[src/rtl/asram_pkg.sv]
package asram_pkg;

  typedef enum logic [2:0] {
    PH_IDLE,
    PH_RD,
    PH_RHZ,
    PH_WR,
    PH_WREC
  } phase_e;

  // Round a nanosecond figure up to whole clock cycles, never below one.
  function automatic int unsigned ns2cyc(input int unsigned ns, input int unsigned clk_ns);
    int unsigned c;
    c = (ns + clk_ns - 1) / clk_ns;
    return (c == 0) ? 1 : c;
  endfunction

  function automatic int unsigned umax(input int unsigned a, input int unsigned b);
    return (a > b) ? a : b;
  endfunction

endpackage

[src/rtl/asram_phase_timer.sv]
module asram_phase_timer #(
  parameter int CW = 4
) (
  input  logic          clk,
  input  logic          rst_n,
  input  logic          load,
  input  logic [CW-1:0] load_val,
  output logic          last
);

  logic [CW-1:0] cnt_q, cnt_d;

  always_comb begin
    cnt_d = cnt_q;
    if (load) begin
      cnt_d = load_val - CW'(1);
    end else if (cnt_q != '0) begin
      cnt_d = cnt_q - CW'(1);
    end
  end

  always_ff @(posedge clk or negedge rst_n) begin
    if (!rst_n) cnt_q <= '0;
    else        cnt_q <= cnt_d;
  end

  assign last = (cnt_q == '0);

  // every phase length is at least one cycle
  a_r9_load_nonzero: assert property (@(posedge clk) disable iff (!rst_n)
    load |-> (load_val != '0));

endmodule

[src/rtl/asram_seq.sv]
module asram_seq
  import asram_pkg::*;
#(
  parameter int CW       = 4,
  parameter int RD_CYC   = 8,
  parameter int HZ_CYC   = 3,
  parameter int WP_CYC   = 7,
  parameter int WREC_CYC = 1
) (
  input  logic          clk,
  input  logic          rst_n,
  input  logic          req_valid,
  input  logic          req_write,
  input  logic          last,
  output logic          load,
  output logic [CW-1:0] load_val,
  output logic          ready,
  output logic          capture,
  output logic          sel_n,
  output logic          sel,
  output logic          rd_en_n,
  output logic          wr_n,
  output logic          dq_oe,
  output logic          done
);

  localparam logic [CW-1:0] RD_L   = CW'(RD_CYC);
  localparam logic [CW-1:0] HZ_L   = CW'(HZ_CYC);
  localparam logic [CW-1:0] WP_L   = CW'(WP_CYC);
  localparam logic [CW-1:0] WREC_L = CW'(WREC_CYC);

  phase_e ph_q, ph_d;
  logic   sel_n_q, sel_q, rd_en_n_q, wr_n_q, dq_oe_q, done_q;
  logic   active_d;

  // next-state logic
  always_comb begin
    ph_d     = ph_q;
    load     = 1'b0;
    load_val = '0;
    unique case (ph_q)
      PH_IDLE: if (req_valid) begin
        ph_d     = req_write ? PH_WR : PH_RD;
        load     = 1'b1;
        load_val = req_write ? WP_L : RD_L;
      end
      PH_RD: if (last) begin
        ph_d     = PH_RHZ;
        load     = 1'b1;
        load_val = HZ_L;
      end
      PH_RHZ: if (last) ph_d = PH_IDLE;
      PH_WR: if (last) begin
        ph_d     = PH_WREC;
        load     = 1'b1;
        load_val = WREC_L;
      end
      PH_WREC: if (last) ph_d = PH_IDLE;
      default: ph_d = PH_IDLE;
    endcase
  end

  assign active_d = (ph_d == PH_RD) || (ph_d == PH_WR);

  // registers: pins follow the phase being entered
  always_ff @(posedge clk or negedge rst_n) begin
    if (!rst_n) begin
      ph_q      <= PH_IDLE;
      sel_n_q   <= 1'b1;
      sel_q     <= 1'b0;
      rd_en_n_q <= 1'b1;
      wr_n_q    <= 1'b1;
      dq_oe_q   <= 1'b0;
      done_q    <= 1'b0;
    end else begin
      ph_q      <= ph_d;
      sel_n_q   <= !active_d;
      sel_q     <= active_d;
      rd_en_n_q <= (ph_d != PH_RD);
      wr_n_q    <= (ph_d != PH_WR);
      dq_oe_q   <= (ph_d == PH_WR);
      done_q    <= (ph_q == PH_WREC) && last;
    end
  end

  assign ready   = (ph_q == PH_IDLE);
  assign capture = (ph_q == PH_RD) && last;
  assign sel_n   = sel_n_q;
  assign sel     = sel_q;
  assign rd_en_n = rd_en_n_q;
  assign wr_n    = wr_n_q;
  assign dq_oe   = dq_oe_q;
  assign done    = done_q;

  a_r8_oe_we_exclusive: assert property (@(posedge clk) disable iff (!rst_n)
    !(!rd_en_n_q && !wr_n_q));

  a_r5_no_drive_with_oe: assert property (@(posedge clk) disable iff (!rst_n)
    dq_oe_q |-> rd_en_n_q);

  a_r6_strobe_selected: assert property (@(posedge clk) disable iff (!rst_n)
    $fell(wr_n_q) |-> (!sel_n_q && sel_q));

  a_r7_done_pulse: assert property (@(posedge clk) disable iff (!rst_n)
    done_q |=> !done_q);

  a_r7_done_with_ready: assert property (@(posedge clk) disable iff (!rst_n)
    done_q |-> ready);

  a_r2_take_drops_ready: assert property (@(posedge clk) disable iff (!rst_n)
    (ready && req_valid) |=> !ready);

  a_r5_idle_released: assert property (@(posedge clk) disable iff (!rst_n)
    $rose(ready) |-> (sel_n_q && rd_en_n_q && wr_n_q && !dq_oe_q));

endmodule

[src/rtl/asram_dpath.sv]
module asram_dpath #(
  parameter int AW = 13,
  parameter int DW = 8
) (
  input  logic          clk,
  input  logic          rst_n,
  input  logic          accept,
  input  logic          capture,
  input  logic [AW-1:0] req_addr,
  input  logic [DW-1:0] req_wdata,
  input  logic [DW-1:0] dq_in,
  output logic [AW-1:0] addr,
  output logic [DW-1:0] dq_out,
  output logic [DW-1:0] rd_data,
  output logic          rd_valid
);

  logic [AW-1:0] addr_q, addr_d;
  logic [DW-1:0] wd_q, wd_d, rdat_q, rdat_d;
  logic          rv_q;

  always_comb begin
    addr_d = accept  ? req_addr  : addr_q;
    wd_d   = accept  ? req_wdata : wd_q;
    rdat_d = capture ? dq_in     : rdat_q;
  end

  always_ff @(posedge clk or negedge rst_n) begin
    if (!rst_n) begin
      addr_q <= '0;
      wd_q   <= '0;
      rdat_q <= '0;
      rv_q   <= 1'b0;
    end else begin
      addr_q <= addr_d;
      wd_q   <= wd_d;
      rdat_q <= rdat_d;
      rv_q   <= capture;
    end
  end

  assign addr     = addr_q;
  assign dq_out   = wd_q;
  assign rd_data  = rdat_q;
  assign rd_valid = rv_q;

  a_r4_valid_pulse: assert property (@(posedge clk) disable iff (!rst_n)
    rv_q |=> !rv_q);

  a_r9_addr_held: assert property (@(posedge clk) disable iff (!rst_n)
    !accept |=> $stable(addr_q));

  a_r4_data_held: assert property (@(posedge clk) disable iff (!rst_n)
    !capture |=> $stable(rdat_q));

endmodule

[src/rtl/asram_ctrl.sv]
module asram_ctrl
  import asram_pkg::*;
#(
  parameter int AW        = 13,
  parameter int DW        = 8,
  parameter int CLK_NS    = 10,
  parameter int T_AA_NS   = 80,
  parameter int T_OE_NS   = 40,
  parameter int T_HZ_NS   = 30,
  parameter int T_WP_NS   = 60,
  parameter int T_AW_NS   = 70,
  parameter int T_DW_NS   = 40,
  parameter int T_CYC_NS  = 80
) (
  input  logic          clk,
  input  logic          rst_n,
  input  logic          req_valid,
  input  logic          req_write,
  input  logic [AW-1:0] req_addr,
  input  logic [DW-1:0] req_wdata,
  output logic          ready,
  output logic          rd_valid,
  output logic [DW-1:0] rd_data,
  output logic          wr_done,
  output logic [AW-1:0] ram_addr,
  output logic          ram_sel_n,
  output logic          ram_sel,
  output logic          ram_rd_en_n,
  output logic          ram_wr_n,
  output logic [DW-1:0] ram_dq_out,
  output logic          ram_dq_oe,
  input  logic [DW-1:0] ram_dq_in
);

  localparam int RD_CYC   = int'(umax(ns2cyc(T_AA_NS, CLK_NS), ns2cyc(T_OE_NS, CLK_NS)));
  localparam int HZ_CYC   = int'(ns2cyc(T_HZ_NS, CLK_NS));
  localparam int WP_CYC   = int'(umax(ns2cyc(T_WP_NS, CLK_NS),
                                      umax(ns2cyc(T_AW_NS, CLK_NS), ns2cyc(T_DW_NS, CLK_NS))));
  localparam int CYC_CYC  = int'(ns2cyc(T_CYC_NS, CLK_NS));
  localparam int WREC_CYC = (CYC_CYC > WP_CYC) ? (CYC_CYC - WP_CYC) : 1;
  localparam int MAX_CYC  = int'(umax(umax(RD_CYC, HZ_CYC), umax(WP_CYC, WREC_CYC)));
  localparam int CW       = $clog2(MAX_CYC + 1);

  logic          rst_meta, rst_sync;
  logic          load, last, capture, accept;
  logic [CW-1:0] load_val;

  // asynchronous assertion, synchronous release
  always_ff @(posedge clk or negedge rst_n) begin
    if (!rst_n) begin
      rst_meta <= 1'b0;
      rst_sync <= 1'b0;
    end else begin
      rst_meta <= 1'b1;
      rst_sync <= rst_meta;
    end
  end

  assign accept = ready && req_valid;

  asram_phase_timer #(.CW(CW)) u_timer (
    .clk      (clk),
    .rst_n    (rst_sync),
    .load     (load),
    .load_val (load_val),
    .last     (last)
  );

  asram_seq #(
    .CW       (CW),
    .RD_CYC   (RD_CYC),
    .HZ_CYC   (HZ_CYC),
    .WP_CYC   (WP_CYC),
    .WREC_CYC (WREC_CYC)
  ) u_seq (
    .clk       (clk),
    .rst_n     (rst_sync),
    .req_valid (req_valid),
    .req_write (req_write),
    .last      (last),
    .load      (load),
    .load_val  (load_val),
    .ready     (ready),
    .capture   (capture),
    .sel_n     (ram_sel_n),
    .sel       (ram_sel),
    .rd_en_n   (ram_rd_en_n),
    .wr_n      (ram_wr_n),
    .dq_oe     (ram_dq_oe),
    .done      (wr_done)
  );

  asram_dpath #(.AW(AW), .DW(DW)) u_dpath (
    .clk       (clk),
    .rst_n     (rst_sync),
    .accept    (accept),
    .capture   (capture),
    .req_addr  (req_addr),
    .req_wdata (req_wdata),
    .dq_in     (ram_dq_in),
    .addr      (ram_addr),
    .dq_out    (ram_dq_out),
    .rd_data   (rd_data),
    .rd_valid  (rd_valid)
  );

endmodule

[config.mk]
export PLATFORM = sky130hd
export DESIGN_NAME = asram_ctrl
export DESIGN_NICKNAME = d
export VERILOG_FILES = /design/src/rtl/asram_pkg.sv /design/src/rtl/asram_phase_timer.sv /design/src/rtl/asram_seq.sv /design/src/rtl/asram_dpath.sv /design/src/rtl/asram_ctrl.sv
export SDC_FILE = /design/constraint.sdc
export NUM_CORES = 1
export LEC_CHECK = 0
export BUFFER_PORTS_ARGS = -buffer_cell sky130_fd_sc_hd__clkbuf_2
export CAP_MARGIN = 20
export CORE_ASPECT_RATIO = 0.6
export CORE_MARGIN = 3
export CORE_UTILIZATION = 45
export CTS_CLUSTER_DIAMETER = 100
export DETAILED_ROUTE_END_ITERATION = 8
export PLACE_DENSITY = 0.75
export SLEW_MARGIN = 0
export SYNTH_ARGS = -nofsm -noshare
export SYNTH_HDL_FRONTEND = slang
export SYNTH_SLANG_ARGS = --single-unit
[constraint.sdc]
create_clock -name clk -period 3.3 [get_ports clk]
set_input_delay 0.66 -clock clk [delete_from_list [all_inputs] [get_ports clk]]
set_output_delay 0.66 -clock clk [all_outputs]
set_load 0.03 [all_outputs]
* Word level (Yosys, flattened, before mapping) *
Index checks and enable logic that the tools add are counted.

storage, ports and cells
  bits in registers = 45
  input bits = 33
  output and inout port bits = 37
  word-level logic and storage cells = 51

operators by class
  add/sub/neg operators = 2
  equality and inequality tests = 8
  mux-type cells = 16
  reductions and logical operators = 11

operators by type and width
  operator                                                                number
  4-bit two-way mux                                                       4
  3-bit two-way mux                                                       4
  3-bit case mux with 4 select lines                                      1
  4-bit case mux with 3 select lines                                      1
  3-bit by 2-bit equality test with 1-bit output (second input constant)  3
  4-bit by 1-bit subtractor with 4-bit output (second input constant)     2
  3-bit by 1-bit equality test with 1-bit output (second input constant)  2
  4-bit zero test                                                         1
  2-bit two-way mux                                                       2
  4-bit nonzero test                                                      1
  2-bit OR reduction                                                      2
  3-bit equality test (second input constant)                             1
  1-bit logical AND                                                       3
  3-bit zero test                                                         1
  1-bit two-way mux                                                       3
  3-bit by 1-bit != test with 1-bit output (second input constant)        1
  3-bit by 2-bit != test with 1-bit output (second input constant)        1
  1-bit case mux with 2 select lines                                      1
  2-bit nonzero test                                                      1
  1-bit zero test                                                         1
  1-bit logical OR                                                        1

* Logic depth before layout (Yosys ltp) *
  depth in word-level cells = 6
  gate-level depth with buffers = 7
  depth with buffers taken out = 6

* Hierarchy *
From an unflattened synthesis, not the netlist that was laid out.

second synthesis, totals
  cells, all modules = 128
  area, all modules = 1948.1 um2

by module, submodules not included
  module             instances  cells each  area an instance (um2)
  asram_dpath        1          62          1179.9
  asram_seq          1          41          465.4
  asram_phase_timer  1          21          242.7
  asram_ctrl         1          4           60.1

* Worst setup path after synthesis *
Ideal clock, no wire load.

  kind = input port to flip-flop
  start = input port req_valid
  end = register u_timer.cnt_q[2]
  arrival = 2.060 ns
  data required time = 3.174 ns
  slack = 1.114 ns
  cell stages on the path = 6
  path buffers = 1
  path through = or4b_2 -> buf_2 -> a221oi_1 -> ha_1 -> o21ai_0 -> o32a_1

between the ends
  word-level cells in the longest chain between the ends = 4

ends and longest elaborated chain
  what                                         RTL line                 text
  from (decl)                                  asram_ctrl.sv:17         input logic req_valid,
  4-bit two-way mux                            asram_seq.sv:42          PH_IDLE: if (req_valid) begin
  4-bit case mux with 3 select lines           asram_seq.sv:41          unique case (ph_q)
  4-bit by 1-bit subtractor with 4-bit output  asram_phase_timer.sv:16  cnt_d = load_val - CW'(1);
  4-bit two-way mux                            asram_phase_timer.sv:15  if (load) begin
  to (signal assigned)                         asram_phase_timer.sv:24  else cnt_q <= cnt_d;
  to (decl)                                    asram_phase_timer.sv:11  logic [CW-1:0] cnt_q, cnt_d;

Several ways; a longest one is shown, not always the timed one.
A chain may end at the register's enable or synchronous reset.

* Worst setup path after layout *
  start = register u_timer.cnt_q[3]
  end = register u_timer.cnt_q[2]

between the ends
  word-level cells in the longest chain between the ends = 5

ends and longest elaborated chain
  what                                                    RTL line                          text
  4-bit zero test                                         asram_phase_timer.sv:27           assign last = (cnt_q == '0);
  1-bit two-way mux or 2-bit two-way mux (tied branches)  asram_seq.sv:47, asram_seq.sv:53
  4-bit case mux with 3 select lines                      asram_seq.sv:41
  4-bit by 1-bit subtractor with 4-bit output             asram_phase_timer.sv:16
  4-bit two-way mux                                       asram_phase_timer.sv:15

Several ways; a longest one is shown, not always the timed one.

==> results_dict.tcl <==
set metrics [dict create \
    finalSetupViolCount 0 \
    multi_input_area_um2 587 \
    htree_levels 2 \
    finalWorstSetupSlack_ns 0.979 \
    leakagePower_nw 1.25 \
    status "finished, final reports clean" \
    synthCells 166 \
    holdCritPathClass "input pin to asynchronous set/reset pin" \
    clock_latency_ns 0.29 \
    ys_ff_latch 45 \
    hold_viol 0 \
    regArea_um2 1130 \
    grt_pass1_vias 1275 \
    fin_setup_tns_ns 0 \
    crit_path_end_kind "flip-flop" \
    slew-limit-headroom_pct 41.2 \
    p_int_mw 1.45 \
    swShare_pct 42.9 \
    dieArea_um2 4720 \
    syn-num-nets 200 \
    cpMaxStageDelayCell "or4_1" \
    cpPeakStageDelay_ns 0.69 \
    grt_use_total_pct 16.6 \
    seq_area_frac_synth_pct 64.2 \
    core_area_um2 3500 \
    place_congestion 0.834 \
    synth_area_um2 1760 \
    clkTransAtPathRegs_ns 0.08 \
    final_layout_size_suffix_gt1_share_pct 40.5 \
    num_antenna_cells 0 \
    initial_core_util_pct 50.2 \
    synth_most_common_cell "nand2_1" \
    via_per_inst 4.88 \
    syn_avg_cell_area_um2 10.6 \
    async_flop_share_pct 100 \
    die_y_um 54.5 \
    period_share_pct 70.3 \
    worstMarginPinSlew_ns 0.881 \
    cp.arrival_ns 2.50 \
    synth.yosys.warnings 0 \
    ir_drop_uv 694 \
    grt_max_degree 44 \
    comb_power_share_pct 43.0 \
    synth_area_leaders "dfrtp_1 60%, nand2_1 14%, mux2_2 5.1%, dfstp_2 4.5%, buf_2 1.1%" \
    yosys_most_used_dff "dfrtp_1" \
    crit_buf_inv 0 \
    cts_root_buf "clkbuf_8" \
    synth_edf_count 0 \
    die_w_um 86.7 \
    clk_path_buf_depth 2 \
    timing.reg2reg.setup_slack_ns 0.98 \
    synth_top_area_share_pct 59.7 \
    ios 70 \
    synth_commonest_cells "66 x nand2_1, 42 x dfrtp_1, 8 x mux2_2, 5 x clkbuf_1, 4 x buf_2" \
    path_class "flip-flop to flip-flop" \
    cp_top_family "simple AND/OR/NAND/NOR gates" \
    path_cells "or4_1 -> nor3_4 -> a211oi_1 -> ha_1 -> o32a_1" \
    drt_iter0_drc 35 \
    cts_tree "done" \
    critPathMaxFanout 10 \
    ctsHoldBuffers 0 \
    vias 1377 \
    nFillCells 282 \
    skew_ns 0.00496 \
    num_rows 16 \
    synthDistinctLibCells 32 \
    grt_pass1_wl_um 5910 \
    place_ws_ns 0.975 \
    place.port_buffers 69 \
    cap_violations 0 \
    clock-sinks 45 \
    dp_hpwl_um 2750 \
    grt_overflow 0 \
    fmax_mhz 431 \
    ant_nets 0 \
    cellPowerDensity_nw_per_um2 1110 \
    totalWireLength_um 3670 \
    final.min_clock_period_ns 2.32 \
    area_delta_synth_final_pct 29.9 \
    cts_buffers 5 \
    start_kind "flip-flop" \
    drc 0 \
    p_sw_mw 1.09 \
    p_seq_share_pct 38.3 \
    avgRoutedWirePerCell_um 13.0 \
    postCtsSetupRepairBufs 0 \
    nets 270 \
    drt-pass1-iter-count 4 \
    yosys.area.top_type "dfrtp_1" \
    crit_required_ns 3.48 \
    grt_setup_unrepaired "false" \
    slew_viol_final 0 \
    post_cts_resized 0 \
    antenna_found_initial 0 \
    clock_power_share_pct 18.7 \
]
state kept, by name, summed over array words and instances, names as in the netlist:
register	count
u_dpath.addr	13
u_dpath.dq_out	8
u_dpath.rd_data	8
u_timer.cnt_q	4
u_seq.ph_q	3
rst_meta	1
rst_sync	1
u_dpath.rd_valid	1
u_seq.done	1
u_seq.dq_oe	1
u_seq.rd_en_n	1
u_seq.sel	1
u_seq.sel_n	1
u_seq.wr_n	1
worst paths after layout:
path                                   from  depth (start not counted)          endpoint
setup / recovery           u_timer.cnt_q[3]                          5  u_timer.cnt_q[2]
hold / removal                        rst_n                          1          rst_meta
setup reg to reg           u_timer.cnt_q[3]                          5  u_timer.cnt_q[2]
hold reg to reg                    rst_meta                          0          rst_sync
max in group asynchronous          rst_sync                          0   u_dpath.addr[1]
min in group clk                   rst_meta                          0          rst_sync
cells by family (layout without fill, tap and decap cells):
| family | after synthesis | count (layout) | share of synthesized area, % |
|---|---|---|---|
| DFF | 45 | 45 | 64.2 |
| and+or+nand+nor | 85 | 85 | 21.3 |
| muxes | 8 | 8 | 5.12 |
| other | 1 | 1 | 0.213 |
| buffers and inverters | 12 | 83 | 2.84 |
| AOI/OAI and AO/OA | 14 | 14 | 5.69 |
| adders and majority gates | 1 | 1 | 0.711 |
worst register-to-register path, stage by stage, from the launching register on:
cell and delay (ns):
dfrtp_1 0.41, or4_1 0.69, nor3_4 0.48, a211oi_1 0.09, ha_1 0.21, o32a_1 0.34
cells in the final DEF, fill, tap and decap left out, drive strengths merged, types with 3 or more instances in the layout:
master	count
and2	3
buf	3
clkbuf	74
dfrtp	42
dfstp	3
inv	3
mux2	8
nand2	66
nor2	3
nor3	3
stage by stage:
step           power (mW)  hold slack [ns]  instance area [um^2]  instances  utilization, %
4_1_cts              2.57            0.131                  2290        282            65.3
3_3_place_gp         2.07            0.332                  2150        274            61.5
5_1_grt              2.71            0.116                  2290        282            65.3
2_1_floorplan        1.75            0.331                  1760        166               -
3_5_place_dp         2.09            0.338                  2150        274            61.5
6_report             2.54            0.140                  2290        282            65.3
power groups by stage:
| stage | clock (mW) | sequential, mW | combinational, mW |
|---|---|---|---|
| global route | 0.513 | 1.00 | 1.19 |
| finish | 0.476 | 0.974 | 1.09 |
| detailed placement | 0 | 0.978 | 1.11 |
| global placement | 0 | 0.977 | 1.09 |
| floorplan | 0 | 1.31 | 0.432 |
| CTS | 0.488 | 0.973 | 1.11 |
layer usage:
| metal | track usage (%) | vias up | part of all wire [%] |
|---|---|---|---|
| met3 | 7.67 | 5 | 11 |
| li1 | - | 688 | - |
| met5 | 0 | - | 0 |
| met1 | 22.1 | 628 | 47 |
| met4 | 5.44 | 0 | 0.65 |
| met2 | 24.4 | 56 | 42 |
area by class of cell:
class                      instances  share of cell area [%]
clock inverter                     3                    2.84
clock buffer                       5                    3.01
inverter                           3                   0.492
sequential                        45                    49.5
multi-input combinational        109                    25.7
tap                               45                    2.46
timing repair buffer              72                    16.1
No activity file was read; power rests on OpenSTA's default activity.
